### src/rtl/pll_seq_pkg.sv
package pll_seq_pkg;

    typedef enum logic [3:0] {
        ST_IDLE,
        ST_RST_REL,
        ST_BW_SET,
        ST_DIV_LOAD,
        ST_PWR_UP,
        ST_LOCK_WAIT,
        ST_PWR_DN,
        ST_RST_SET,
        ST_DONE,
        ST_FAIL
    } seq_state_e;

    localparam int BW_W = 2;
    localparam logic [BW_W-1:0] BW_GOOD  = 2'd0;
    localparam logic [BW_W-1:0] BW_VBAD  = 2'd1;
    localparam logic [BW_W-1:0] BW_BAD   = 2'd2;
    localparam logic [BW_W-1:0] BW_VGOOD = 2'd3;

endpackage

### src/rtl/pll_seq_fsm.sv
module pll_seq_fsm
    import pll_seq_pkg::*;
#(
    parameter bit HAS_RESET = 1'b1,
    parameter bit HAS_BW    = 1'b1,
    parameter bit HAS_LOCK  = 1'b1
) (
    input  logic       clk,
    input  logic       rst_n,
    input  logic       en_req,
    input  logic       dis_req,
    input  logic       lock_i,
    input  logic       expired_i,
    output seq_state_e state_o,
    output logic       accept_en_o
);

    seq_state_e state_q, state_d;

    // The first enable step and the step after reset release both depend
    // on which optional steps are present.
    localparam seq_state_e EN_FIRST  = HAS_RESET ? ST_RST_REL
                                     : (HAS_BW ? ST_BW_SET : ST_DIV_LOAD);
    localparam seq_state_e AFTER_REL = HAS_BW ? ST_BW_SET : ST_DIV_LOAD;
    localparam seq_state_e AFTER_UP  = HAS_LOCK ? ST_LOCK_WAIT : ST_DONE;
    localparam seq_state_e AFTER_DN  = HAS_RESET ? ST_RST_SET : ST_DONE;

    // State register
    always_ff @(posedge clk or negedge rst_n) begin
        if (!rst_n) state_q <= ST_IDLE;
        else        state_q <= state_d;
    end

    // Next-state logic
    always_comb begin
        state_d = state_q;
        unique case (state_q)
            ST_IDLE: begin
                if (en_req)       state_d = EN_FIRST;
                else if (dis_req) state_d = ST_PWR_DN;
            end
            ST_RST_REL:   state_d = AFTER_REL;
            ST_BW_SET:    state_d = ST_DIV_LOAD;
            ST_DIV_LOAD:  state_d = ST_PWR_UP;
            ST_PWR_UP:    state_d = AFTER_UP;
            ST_LOCK_WAIT: begin
                if (lock_i)         state_d = ST_DONE;
                else if (expired_i) state_d = ST_FAIL;
            end
            ST_PWR_DN:    state_d = AFTER_DN;
            ST_RST_SET:   state_d = ST_DONE;
            ST_DONE:      state_d = ST_IDLE;
            ST_FAIL:      state_d = ST_IDLE;
            default:      state_d = ST_IDLE;
        endcase
    end

    assign state_o     = state_q;
    assign accept_en_o = (state_q == ST_IDLE) && en_req;

endmodule

### src/rtl/pll_seq_lock_timer.sv
module pll_seq_lock_timer #(
    parameter int unsigned TMO_CYCLES = 500000
) (
    input  logic clk,
    input  logic rst_n,
    input  logic run_i,
    output logic expired_o
);

    localparam int unsigned CNT_W = $clog2(TMO_CYCLES + 1);
    localparam logic [CNT_W-1:0] LAST = CNT_W'(TMO_CYCLES - 1);

    logic [CNT_W-1:0] cnt_q;

    // Counts the cycles spent waiting. It clears whenever the wait is
    // not running, so every wait gets the full budget.
    always_ff @(posedge clk or negedge rst_n) begin
        if (!rst_n)      cnt_q <= '0;
        else if (!run_i) cnt_q <= '0;
        else if (cnt_q != LAST) cnt_q <= cnt_q + 1'b1;
    end

    assign expired_o = run_i && (cnt_q == LAST);

endmodule

### src/rtl/pll_seq_ctrl.sv
module pll_seq_ctrl
    import pll_seq_pkg::*;
#(
    parameter int DIV_W     = 3,
    parameter bit HAS_RESET = 1'b1,
    parameter bit PWR_POL   = 1'b1
) (
    input  logic             clk,
    input  logic             rst_n,
    input  seq_state_e       state_i,
    input  logic             accept_en_i,
    input  logic [DIV_W-1:0] div_code_i,
    output logic             blk_rst_n_o,
    output logic [BW_W-1:0]  bw_sel_o,
    output logic [DIV_W-1:0] div_code_o,
    output logic             pwrdn_o
);

    // Without reset control the block reset is never driven low.
    localparam logic RST_INIT = HAS_RESET ? 1'b0 : 1'b1;

    logic [DIV_W-1:0] div_hold_q;

    // Output process: each state applies its own control action.
    always_ff @(posedge clk or negedge rst_n) begin
        if (!rst_n) begin
            div_hold_q  <= '0;
            blk_rst_n_o <= RST_INIT;
            bw_sel_o    <= BW_VBAD;
            div_code_o  <= '0;
            pwrdn_o     <= PWR_POL;
        end else begin
            if (accept_en_i) div_hold_q <= div_code_i;
            unique case (state_i)
                ST_RST_REL:  blk_rst_n_o <= 1'b1;
                ST_BW_SET:   bw_sel_o    <= BW_GOOD;
                ST_DIV_LOAD: div_code_o  <= div_hold_q;
                ST_PWR_UP:   pwrdn_o     <= !PWR_POL;
                ST_PWR_DN:   pwrdn_o     <= PWR_POL;
                ST_RST_SET:  blk_rst_n_o <= 1'b0;
                default:     ;
            endcase
        end
    end

endmodule

### src/rtl/pll_pwr_seq.sv
module pll_pwr_seq
    import pll_seq_pkg::*;
#(
    parameter int          DIV_W     = 3,
    parameter int unsigned CLK_HZ    = 50000000,
    parameter bit          HAS_RESET = 1'b1,
    parameter bit          HAS_BW    = 1'b1,
    parameter bit          HAS_LOCK  = 1'b1,
    parameter bit          PWR_POL   = 1'b1
) (
    input  logic             clk,
    input  logic             rst_n,
    input  logic             en_req,
    input  logic             dis_req,
    input  logic [DIV_W-1:0] div_code_i,
    input  logic             pll_lock_i,
    output logic             blk_rst_n_o,
    output logic [1:0]       bw_sel_o,
    output logic [DIV_W-1:0] div_code_o,
    output logic             pwrdn_o,
    output logic             pll_on_o,
    output logic             busy_o,
    output logic             done_o,
    output logic             tmo_err_o
);

    // The lock budget is 10 ms of clock cycles, with at least one cycle.
    localparam int unsigned TMO_RAW    = CLK_HZ / 100;
    localparam int unsigned TMO_CYCLES = (TMO_RAW < 1) ? 1 : TMO_RAW;

    seq_state_e state;
    logic       accept_en;
    logic       expired;

    pll_seq_fsm #(
        .HAS_RESET (HAS_RESET),
        .HAS_BW    (HAS_BW),
        .HAS_LOCK  (HAS_LOCK)
    ) u_fsm (
        .clk         (clk),
        .rst_n       (rst_n),
        .en_req      (en_req),
        .dis_req     (dis_req),
        .lock_i      (pll_lock_i),
        .expired_i   (expired),
        .state_o     (state),
        .accept_en_o (accept_en)
    );

    pll_seq_lock_timer #(
        .TMO_CYCLES (TMO_CYCLES)
    ) u_timer (
        .clk       (clk),
        .rst_n     (rst_n),
        .run_i     (state == ST_LOCK_WAIT),
        .expired_o (expired)
    );

    pll_seq_ctrl #(
        .DIV_W     (DIV_W),
        .HAS_RESET (HAS_RESET),
        .PWR_POL   (PWR_POL)
    ) u_ctrl (
        .clk         (clk),
        .rst_n       (rst_n),
        .state_i     (state),
        .accept_en_i (accept_en),
        .div_code_i  (div_code_i),
        .blk_rst_n_o (blk_rst_n_o),
        .bw_sel_o    (bw_sel_o),
        .div_code_o  (div_code_o),
        .pwrdn_o     (pwrdn_o)
    );

    assign pll_on_o  = (pwrdn_o != PWR_POL);
    assign busy_o    = (state != ST_IDLE);
    assign done_o    = (state == ST_DONE);
    assign tmo_err_o = (state == ST_FAIL);

endmodule

### config.mk
export PLATFORM = sky130hd
export DESIGN_NAME = pll_pwr_seq
export DESIGN_NICKNAME = d
export VERILOG_FILES = /design/src/rtl/pll_seq_pkg.sv /design/src/rtl/pll_seq_fsm.sv /design/src/rtl/pll_seq_lock_timer.sv /design/src/rtl/pll_seq_ctrl.sv /design/src/rtl/pll_pwr_seq.sv
export SDC_FILE = /design/constraint.sdc
export NUM_CORES = 1
export LEC_CHECK = 0
export BUFFER_PORTS_ARGS = -buffer_cell sky130_fd_sc_hd__buf_2
export CELL_PAD_IN_SITES_DETAIL_PLACEMENT = 1
export CELL_PAD_IN_SITES_GLOBAL_PLACEMENT = 2
export CORE_MARGIN = 2
export CORE_UTILIZATION = 32
export CTS_CLUSTER_DIAMETER = 50
export DETAILED_ROUTE_END_ITERATION = 8
export HOLD_SLACK_MARGIN = 0.08
export PLACE_DENSITY = 0.8
export SETUP_SLACK_MARGIN = 0.02
export SLEW_MARGIN = 20
export SYNTH_ARGS = -nofsm -noshare
export SYNTH_HDL_FRONTEND = slang
export SYNTH_SLANG_ARGS = --single-unit
### constraint.sdc
create_clock -name clk -period 1.9 [get_ports clk]
set_clock_uncertainty 0.05 [all_clocks]
set_input_delay 0.38 -clock clk [delete_from_list [all_inputs] [get_ports clk]]
set_output_delay 0.38 -clock clk [all_outputs]
set_load 0.005 [all_outputs]
==> results of run 1 <==
## per-layer routing
| layer | GRT usage | vias up | part of all wire |
|---|---|---|---|
| li1 | - | 662 | - |
| met3 | 0.04743 | 2 | 0.030 |
| met4 | 0.04960 | 0 | 0.0033 |
| met1 | 0.1829 | 717 | 0.41 |
| met2 | 0.3019 | 18 | 0.56 |
| met5 | 0 | - | 0 |
## how the worst max path moves through the flow
| stage | from | endpoint | cells past startpoint |
|---|---|---|---|
| 2_1_floorplan | u_timer.cnt_q[0]$_DFFE_PN0P_ | u_timer.cnt_q[18]$_DFFE_PN0P_ | 6 |
| 3_3_place_gp | u_timer.cnt_q[9]$_DFFE_PN0P_ | u_timer.cnt_q[4]$_DFFE_PN0P_ | 4 |
| 3_5_place_dp | u_timer.cnt_q[9]$_DFFE_PN0P_ | u_timer.cnt_q[4]$_DFFE_PN0P_ | 4 |
| 4_1_cts | u_timer.cnt_q[9]$_DFFE_PN0P_ | u_timer.cnt_q[16]$_DFFE_PN0P_ | 5 |
| 5_1_grt | u_timer.cnt_q[9]$_DFFE_PN0P_ | u_timer.cnt_q[16]$_DFFE_PN0P_ | 5 |
| 6_report | u_timer.cnt_q[9]$_DFFE_PN0P_ | u_timer.cnt_q[18]$_DFFE_PN0P_ | 5 |
## per-stage QoR
step / area, sq um / utilization
after floorplan: 1597 / -
after global placement: 1901 / 0.3997
after detailed placement: 1901 / 0.3997
after CTS: 2016 / 0.4239
after global routing: 2081 / 0.4376
final: 2081 / 0.4376
## cells in the final DEF (no fill, tap or decap), types with 2 or more instances in the layout
master	netlist	layout
buf_2	1	17
or4_1	7	3
a21oi_1	10	8
xnor2_1	4	4
o21ai_0	9	9
or4_4	0	4
inv_1	6	6
nor3_1	3	3
nand3_1	4	3
o31ai_1	3	3
clkbuf_1	7	2
or2_2	2	2
nor2_1	12	12
a21oi_2	0	2
buf_4	1	26
or3_1	5	5
dfrtp_1	30	30
nand2_1	17	15
mux2_2	6	6
mux2i_1	2	2
dfstp_2	2	2
nand4_1	2	2
clkbuf_8	0	6
a31oi_1	4	4
## power groups by stage
stage               Clock, W  Combinational, W  Sequential [W]
floorplan                  0          0.000420        0.000896
global placement           0          0.000665        0.000893
detailed placement         0          0.000703        0.000910
CTS                 0.000548          0.000705        0.000898
global route        0.000576          0.000779        0.000909
finish              0.000532          0.000695        0.000894
## repair_timing
item                                   in CTS  in global routing
buffers inserted                            2                  1
pin swaps                                   1                  1
endpoints found under the hold margin       0                  0
resized for setup                           2                 13
setup endpoints to repair                  11                 15
## cell usage after synthesis (2+ instances only)
master    number  area share
or4_1          7       0.033
nand3_1        4       0.013
a21oi_1       10       0.032
clkbuf_1       7       0.017
a31oi_1        4       0.016
dfstp_2        2       0.033
or3_1          5       0.020
inv_1          6       0.014
or2_2          2      0.0079
o21ai_0        9       0.028
nand4_1        2      0.0079
mux2i_1        2       0.013
mux2_2         6       0.043
o31ai_1        3       0.014
nor3_1         3      0.0095
dfrtp_1       30        0.47
xnor2_1        4       0.022
nand2_1       17       0.040
nor2_1        12       0.028
## sequential cells by signal, indices dropped and copies added, names as in the netlist
register / flops
u_ctrl.blk_rst_n_o: 1
u_ctrl.bw_sel_o: 1
u_ctrl.div_code_o: 3
u_ctrl.div_hold_q: 3
u_ctrl.pwrdn_o: 1
u_fsm.state_o: 4
u_timer.cnt_q: 19
## kinds of logic after synthesis
logic type | synth area share
and+or+nand+nor | 0.2238
AOI/OAI and AO/OA | 0.1387
DFF | 0.5059
buffers and inverters | 0.03861
muxes | 0.05516
xor gates and xnor gates | 0.02758
adders and majority gates | 0.007879
other | 0.002362
## cell type report
class,instances,area [sq um],share of cell area
Timing Repair Buffer,44,291.5,0.1401
Clock buffer,8,90.09,0.04330
Inverter,6,22.52,0.01082
Multi-Input combinational cell,114,789.5,0.3794
Tap cell,67,83.83,0.04029
Sequential cell,32,803.3,0.3860
==> flow_summary.ini, run 1 <==
[placed_design]
hpwl_microns = 3064
dpl.cell_count = 260
port_buffers = 17
gp_congestion = 0.9601
dp_slack_ns = -0.1344

[timing]
setup-tns-final_ns = 0
slew_viol_final = 0
finalHoldViolations = 0
setup_violations = 0
tightest_slew_ns = 0.7133
rsz0062_at_grt = true
finalWorstSetupSlack_ns = 0.03417
slew_headroom = 0.5245
timing.hold.ws_ns = 0.1004
finalCritPeriodShare = 0.9820
layout_min_cycle_time_ns = 1.866
max_clock_freq_mhz = 536.0

[clocking]
cts_made_buffers = 5
cts_htree_levels = 2
cts_tree = done
insertion_delay_ns = 0.28
cts_root_buf = clkbuf_8
holdBufCountCts = 0
path_clk_slew_ns = 0.06
cts_sinks = 32
cts_buffer_depth = 2

[grt]
grt_max_degree = 33
grt_pass1_wl_microns = 6886
grt_overflow = 0
antenna_found_initial = 0
grtUsageTotal = 0.1643
grt_pass1_vias = 1499

[final_layout]
fin_cells = 271
nets = 212
syn2layout_area_growth_pct = 31.05
final_layout_size_suffix_gt1_frac = 0.3775
diodes = 0
fill_cells = 561

[critical_path]
cp-end-kind = flop
critPathMaxFanout = 5
cp_top_family = simple AND/OR/NAND/NOR gates
arrival_ns = 2.03
worstSetupPathType = reg -> reg
slowest_delay_ns = 0.56
worst-path-buf-inv = 1
reg2reg_slack_ns = 0.03
r2r_end = u_timer.cnt_q[18]$_DFFE_PN0P_
cp_data_required_time_ns = 2.06
crit_slowest_cell = or4_4
r2r_start = u_timer.cnt_q[9]$_DFFE_PN0P_
crit_path_start_kind = flop
worstPathCellList = buf_6 > nand2_4 > or4_4 > or4_4 > a21oi_2
rr_worst_depth = 5
crit_top_cell = or4_4

[routing]
drt-total-wl_microns = 4213
wl_per_cell_microns = 15.55
via_per_inst = 5.162
drt-initial-drc-count = 49
routed-via-count = 1399
drtPass1Iterations = 4
ant_nets = 0
route.detailed.drc = 0

[pwr]
p_clk_frac = 0.251
p_int_w = 0.001437
p_switching_w = 0.0006843
total_power_w = 0.002121
p_comb_frac = 0.328
netSwitchingFraction = 0.3226
ir_drop_v = 0.0003201
seqPwrFrac = 0.422
p_per_area_nw_per_um2 = 1019
power_leakage_nw = 0.9004

[logic_synthesis]
synth_area_per_cell_sq_um = 9.862
syn_nets = 170
async_flop_share = 1.000
yosysWarningCount = 0
ys_types = 45
yosysSeqAreaShare = 0.5059
synth_edf_count = 0
ys_seq_elements = 32
syn_area_sq_um = 1588
ys.flop_type = dfrtp_1
synthCells = 161

[floorplanning]
start_util = 0.3339
dieArea_sq_um = 5541
ios = 19
core_area_sq_um = 4755
die_w_microns = 74.44
rows = 25
fp.dieH_microns = 74.44

[job]
maxCapViolCount = 0

[hold_path]
hold_class = in -> async

[status]
outcome = finished clean
No activity file was read; power rests on OpenSTA's default activity.
==> inputs of run 2 (changes only) <==
==> constraint.sdc (replaced) <==
create_clock -name clk -period 1.51 [get_ports clk]
set_clock_uncertainty 0.05 [all_clocks]
set_input_delay 0.302 -clock clk [delete_from_list [all_inputs] [get_ports clk]]
set_output_delay 0.302 -clock clk [all_outputs]
set_load 0.005 [all_outputs]
==> run 2 against run 1 <==
The flow now finishes with violations (negative setup slack). Non-clock buffer count increased by 32. Setup slack got worse by 0.36 ns. Die area unchanged. Largest cell class is now multi-input gates. Largest power group is now combinational cells.
==> flow_summary.ini, run 2 (synthesis results as in run 1) <==
[final_layout]
largest_reg_flops = 19
mostFrequentLayoutCells = 45 x buf_4, 30 x dfrtp_1, 16 x buf_2
final_layout_size_suffix_gt1_frac = 0.5339
fill_cells = 534
diodes = 0
regArea_sq_um = 803.3
top_register = u_timer.cnt_q
multi_input_area_sq_um = 914.6
final_common_cell = buf_4
syn2layout_area_growth_pct = 59.57
nets = 244

[grt]
grt_pass1_vias = 1694
grtUsageTotal = 0.1887
grt_overflow = 0
grt_max_degree = 16
antenna_found_initial = 0
grt_pass1_wl_microns = 7893

[routing]
routed-via-count = 1524
route.detailed.drc = 0
ant_nets = 0
drt-initial-drc-count = 89
wl_per_cell_microns = 17.18
drtPass1Iterations = 4
drt-total-wl_microns = 5205
via_per_inst = 5.030

[critical_path]
worstSetupPathType = reg -> reg
slowest_delay_ns = 0.54
reg2reg_slack_ns = -0.32
arrival_ns = 1.97
r2r_end = u_timer.cnt_q[4]$_DFFE_PN0P_
crit_slowest_cell = or4b_4
cp_data_required_time_ns = 1.65
cp_top_family = simple AND/OR/NAND/NOR gates
rr_worst_depth = 4
worstPathCellList = or4b_4 > nor4_4 > nand2_2 > a211oi_2
r2r_start = u_timer.cnt_q[10]$_DFFE_PN0P_
crit_path_start_kind = flop
critPathMaxFanout = 7
cp-end-kind = flop
worst-path-buf-inv = 0

[pwr]
total_power_w = 0.003403
p_per_area_nw_per_um2 = 1343
power_leakage_nw = 1.120
ir_drop_v = 0.0005722

[floorplanning]
ios = 19
start_util = 0.3339
fp.dieH_microns = 74.44
die_w_microns = 74.44
rows = 25
core_area_sq_um = 4755
dieArea_sq_um = 5541

[timing]
finalHoldViolations = 0
finalCritPeriodShare = 1.214
rsz0062_at_grt = true
slew_viol_final = 0
finalWorstSetupSlack_ns = -0.3237
setup_violations = 27
max_clock_freq_mhz = 545.3
timing.hold.ws_ns = 0.2036
layout_min_cycle_time_ns = 1.834
setup-tns-final_ns = -5.510

[clocking]
cts_sinks = 32
cts_root_buf = clkbuf_8
cts_tree = done
cts_buffer_depth = 2
path_clk_slew_ns = 0.08
insertion_delay_ns = 0.29
cts_htree_levels = 2
cts_made_buffers = 5

[placed_design]
gp_congestion = 0.8546
hpwl_microns = 3269
port_buffers = 17

[job]
maxCapViolCount = 0

[status]
violations = negative setup slack
outcome = finished, violations left

[hold_path]
worstHoldStart = div_code_i[1]
holdPathStages = 2
hold_class = in -> reg
hold_end = u_ctrl.div_hold_q[1]$_DFFE_PN0P_
[run 2: changes by cell type in the layout (fill, tap and decap cells not counted), moves of 4 or more]
cell	change
or3_4	+4
buf_6	+11
or3_1	-4
buf_4	+19
[run 2: metal layers]
metal	part of all wire	up-vias	GRT usage
met1	0.39	751	0.2097
met5	0	-	0
met4	0.029	0	0.05952
li1	-	725	-
met3	0.027	12	0.03930
met2	0.56	36	0.3569
[run 2: power breakdown]
group	switching, W	internal (W)
sequential	0.000116	0.00103
clock	0.000338	0.000488
combinational	0.000650	0.000781
[run 2: final cells by class]
class                   instances  share of cell area
repair buffers                 76              0.2360
clock inverters                 3             0.01679
inverters                       6            0.008889
clock buffers                   5             0.02716
multi-input cells             114              0.3610
flip-flops and latches         32              0.3170
well taps                      67             0.03309
[run 2: stage by stage]
| step | instance area, sq um | util | cells | worst slack (ns) |
|---|---|---|---|---|
| 5_1_grt | 2534 | 0.5329 | 303 | -0.3662 |
| 4_1_cts | 2323 | 0.4887 | 288 | -0.3124 |
| 3_5_place_dp | 2066 | 0.4345 | 276 | -0.3665 |
| 2_1_floorplan | 1633 | - | 161 | -0.3710 |
| 3_3_place_gp | 2066 | 0.4345 | 276 | -0.2822 |
| 6_report | 2534 | 0.5329 | 303 | -0.3237 |
[run 2: worst reg2reg max path, delay by kind of cell, from the launching register on]
kind / cells / cell delay [ns]
AOI/OAI and AO/OA: 1 / 0.23
DFF: 1 / 0.42
and+or+nand+nor: 3 / 1.05
[run 2: how the worst max path moves through the flow]
stage,cells past startpoint,slack [ns],from,to
5_1_grt,4,-0.37,u_timer.cnt_q[10]$_DFFE_PN0P_,u_timer.cnt_q[4]$_DFFE_PN0P_
3_5_place_dp,5,-0.37,u_timer.cnt_q[3]$_DFFE_PN0P_,u_timer.cnt_q[12]$_DFFE_PN0P_
2_1_floorplan,6,-0.37,u_timer.cnt_q[0]$_DFFE_PN0P_,u_timer.cnt_q[16]$_DFFE_PN0P_
3_3_place_gp,4,-0.28,u_timer.cnt_q[14]$_DFFE_PN0P_,u_timer.cnt_q[4]$_DFFE_PN0P_
6_report,4,-0.32,u_timer.cnt_q[10]$_DFFE_PN0P_,u_timer.cnt_q[4]$_DFFE_PN0P_
4_1_cts,4,-0.31,u_timer.cnt_q[9]$_DFFE_PN0P_,u_timer.cnt_q[4]$_DFFE_PN0P_
[run 2: timing repair]
item                                    CTS  global route
hold endpoints to repair                  9             0
setup buffers                             3            16
gates resized for setup                  29            21
hold buffers                              1             0
endpoints found under the setup margin   27            29
pin swaps                                12            13
==> inputs of run 3 (changes only) <==
--- a/config.mk
+++ b/config.mk
@@ -12,6 +12,7 @@
 export CORE_UTILIZATION = 32
 export CTS_CLUSTER_DIAMETER = 50
 export DETAILED_ROUTE_END_ITERATION = 8
+export GPL_TIMING_DRIVEN = 0
 export HOLD_SLACK_MARGIN = 0.08
 export PLACE_DENSITY = 0.8
 export SETUP_SLACK_MARGIN = 0.02
==> run 3 against run 2 <==
The flow still finishes with violations (negative setup slack). Wire length is 7.2% higher. Utilization is 0.79 points higher. Via count is 4.0% higher. Cell count is 2.0% lower. Critical endpoint is now u_timer.cnt_q[16]$_DFFE_PN0P_.
==> flow_summary.ini, run 3 (synthesis results as in run 1) <==
[status]
outcome = finished, violations left
violations = negative setup slack

[critical_path]
critPathMaxFanout = 4
crit_path_start_kind = flop
worstSetupPathType = reg -> reg
slowest_delay_ns = 0.50
cp_data_required_time_ns = 1.68
cp-end-kind = flop
crit_slowest_cell = or4_4
reg2reg_slack_ns = -0.41
arrival_ns = 2.10
crit_top_cell = or4_4
worstPathCellList = buf_6 > ha_4 > nand2_2 > or4_4 > or4_4 > a21oi_2

[grt]
grt_overflow = 0
grtUsageTotal = 0.1940
grt_pass1_vias = 1696
grt_pass1_wl_microns = 8045
grt_max_degree = 33
antenna_found_initial = 0

[final_layout]
largest_reg_flops = 19
diodes = 0
top_register = u_timer.cnt_q
utilization = 0.5408
final_area_sq_um = 2571
final_common_cell = buf_4
fill_cells = 531
nets = 238
mostFrequentLayoutCells = 36 x buf_4, 28 x dfrtp_1, 16 x buf_2
final_layout_size_suffix_gt1_frac = 0.5652
syn2layout_area_growth_pct = 61.94
fin_cells = 297

[clocking]
cts_made_buffers = 5
cts_htree_levels = 2
cts_sinks = 32
cts_buffer_depth = 2
path_clk_slew_ns = 0.08
insertion_delay_ns = 0.30
cts_root_buf = clkbuf_8
cts_tree = done

[floorplanning]
core_area_sq_um = 4755
ios = 19
die_w_microns = 74.44
rows = 25
start_util = 0.3339
dieArea_sq_um = 5541
fp.dieH_microns = 74.44

[pwr]
p_per_area_nw_per_um2 = 1414
ir_drop_v = 0.0005412
power_leakage_nw = 1.121

[timing]
finalCritPeriodShare = 1.274
tightest_slew_ns = 0.7702
max_clock_freq_mhz = 519.7
finalHoldViolations = 0
finalWorstSetupSlack_ns = -0.4143
slew_headroom = 0.4865
rsz0062_at_grt = true
layout_min_cycle_time_ns = 1.924
slew_viol_final = 0
setup_violations = 30

[routing]
ant_nets = 0
via_per_inst = 5.337
routed-via-count = 1585
drtPass1Iterations = 5
drt-total-wl_microns = 5580
drt-initial-drc-count = 90
route.detailed.drc = 0
wl_per_cell_microns = 18.79

[placed_design]
gp_congestion = 0.7663
port_buffers = 17
dpl.cell_count = 245
place_area_sq_um = 1802
hpwl_microns = 2715

[hold_path]
hold_class = in -> reg

[job]
maxCapViolCount = 0
==> run 3: cell types whose count changed in the layout (fill, tap and decap cells not counted), sizes merged <==
cell / delta
buf: -8
clkbuf: +3
bufinv: -1
clkinv: +1
clkinvlp: -1
==> run 3: worst max-delay path: cells and delay by family, from the launching register on <==
family | cells | cell delay, ns
AO/OA/AOI/OAI | 1 | 0.14
AND/OR/NAND/NOR | 3 | 1.00
adder cells (fa/ha/maj) | 1 | 0.14
buffers and inverters | 1 | 0.12
flip-flops | 1 | 0.39
==> run 3: final timing paths <==
kind / start / end / cells after the start
setup / recovery: u_timer.cnt_q[0]$_DFFE_PN0P_ / u_timer.cnt_q[16]$_DFFE_PN0P_ / 6
hold / removal: div_code_i[0] / u_ctrl.div_hold_q[0]$_DFFE_PN0P_ / 2
setup reg to reg: u_timer.cnt_q[0]$_DFFE_PN0P_ / u_timer.cnt_q[16]$_DFFE_PN0P_ / 6
hold reg to reg: u_ctrl.bw_sel_o[0]$_DFFE_PN1P_ / u_ctrl.bw_sel_o[0]$_DFFE_PN1P_ / 1
max in group asynchronous: rst_n / u_timer.cnt_q[5]$_DFFE_PN0P_ / 2
min in group asynchronous: rst_n / u_fsm.state_o[3]$_DFFE_PN0P_ / 2
==> run 3: what timing repair did <==
action	CTS	global route
cloned	0	1
hold endpoints to repair	30	0
gates resized for setup	50	35
setup endpoints to repair	30	30
hold buffers	1	0
buffers inserted	36	11
pin swaps	16	9
==> run 3: routing by layer <==
layer,share of wire,track usage
met5,0,0
met4,0.022,0.07540
met3,0.024,0.04201
met2,0.53,0.3422
met1,0.43,0.2297
==> run 3: layout make-up <==
class                   instances  area (sq um)  area share
flip-flops and latches         32         805.8      0.3134
repair buffers                 64         495.5      0.1927
multi-input cells             114         979.7      0.3810
clock buffers                   6         82.58     0.03212
clock inverters                 2         10.01    0.003893
plain buffers                   6         91.34     0.03552
inverters                       6         22.52    0.008759
well taps                      67         83.83     0.03260
==> run 3: power by group <==
part / total (W) / switching, W / internal, W
registers: 0.00116 / 0.000129 / 0.00103
logic: 0.00176 / 0.000788 / 0.000973
clock network: 0.000715 / 0.000351 / 0.000364
total: 0.00364 / 0.00127 / 0.00237
==> run 3: through the flow <==
stage	total power, W	setup TNS (ns)	hold WS [ns]	setup WS, ns
2_1_floorplan	0.001685	-3.385	-0.04359	-0.3710
3_3_place_gp	0.001913	-7.219	0.3395	-0.4886
3_5_place_dp	0.001979	-8.944	0.3677	-0.5304
4_1_cts	0.003256	-5.936	0.1905	-0.3742
5_1_grt	0.003820	-7.842	0.1826	-0.4812
6_report	0.003635	-6.419	0.1840	-0.4143
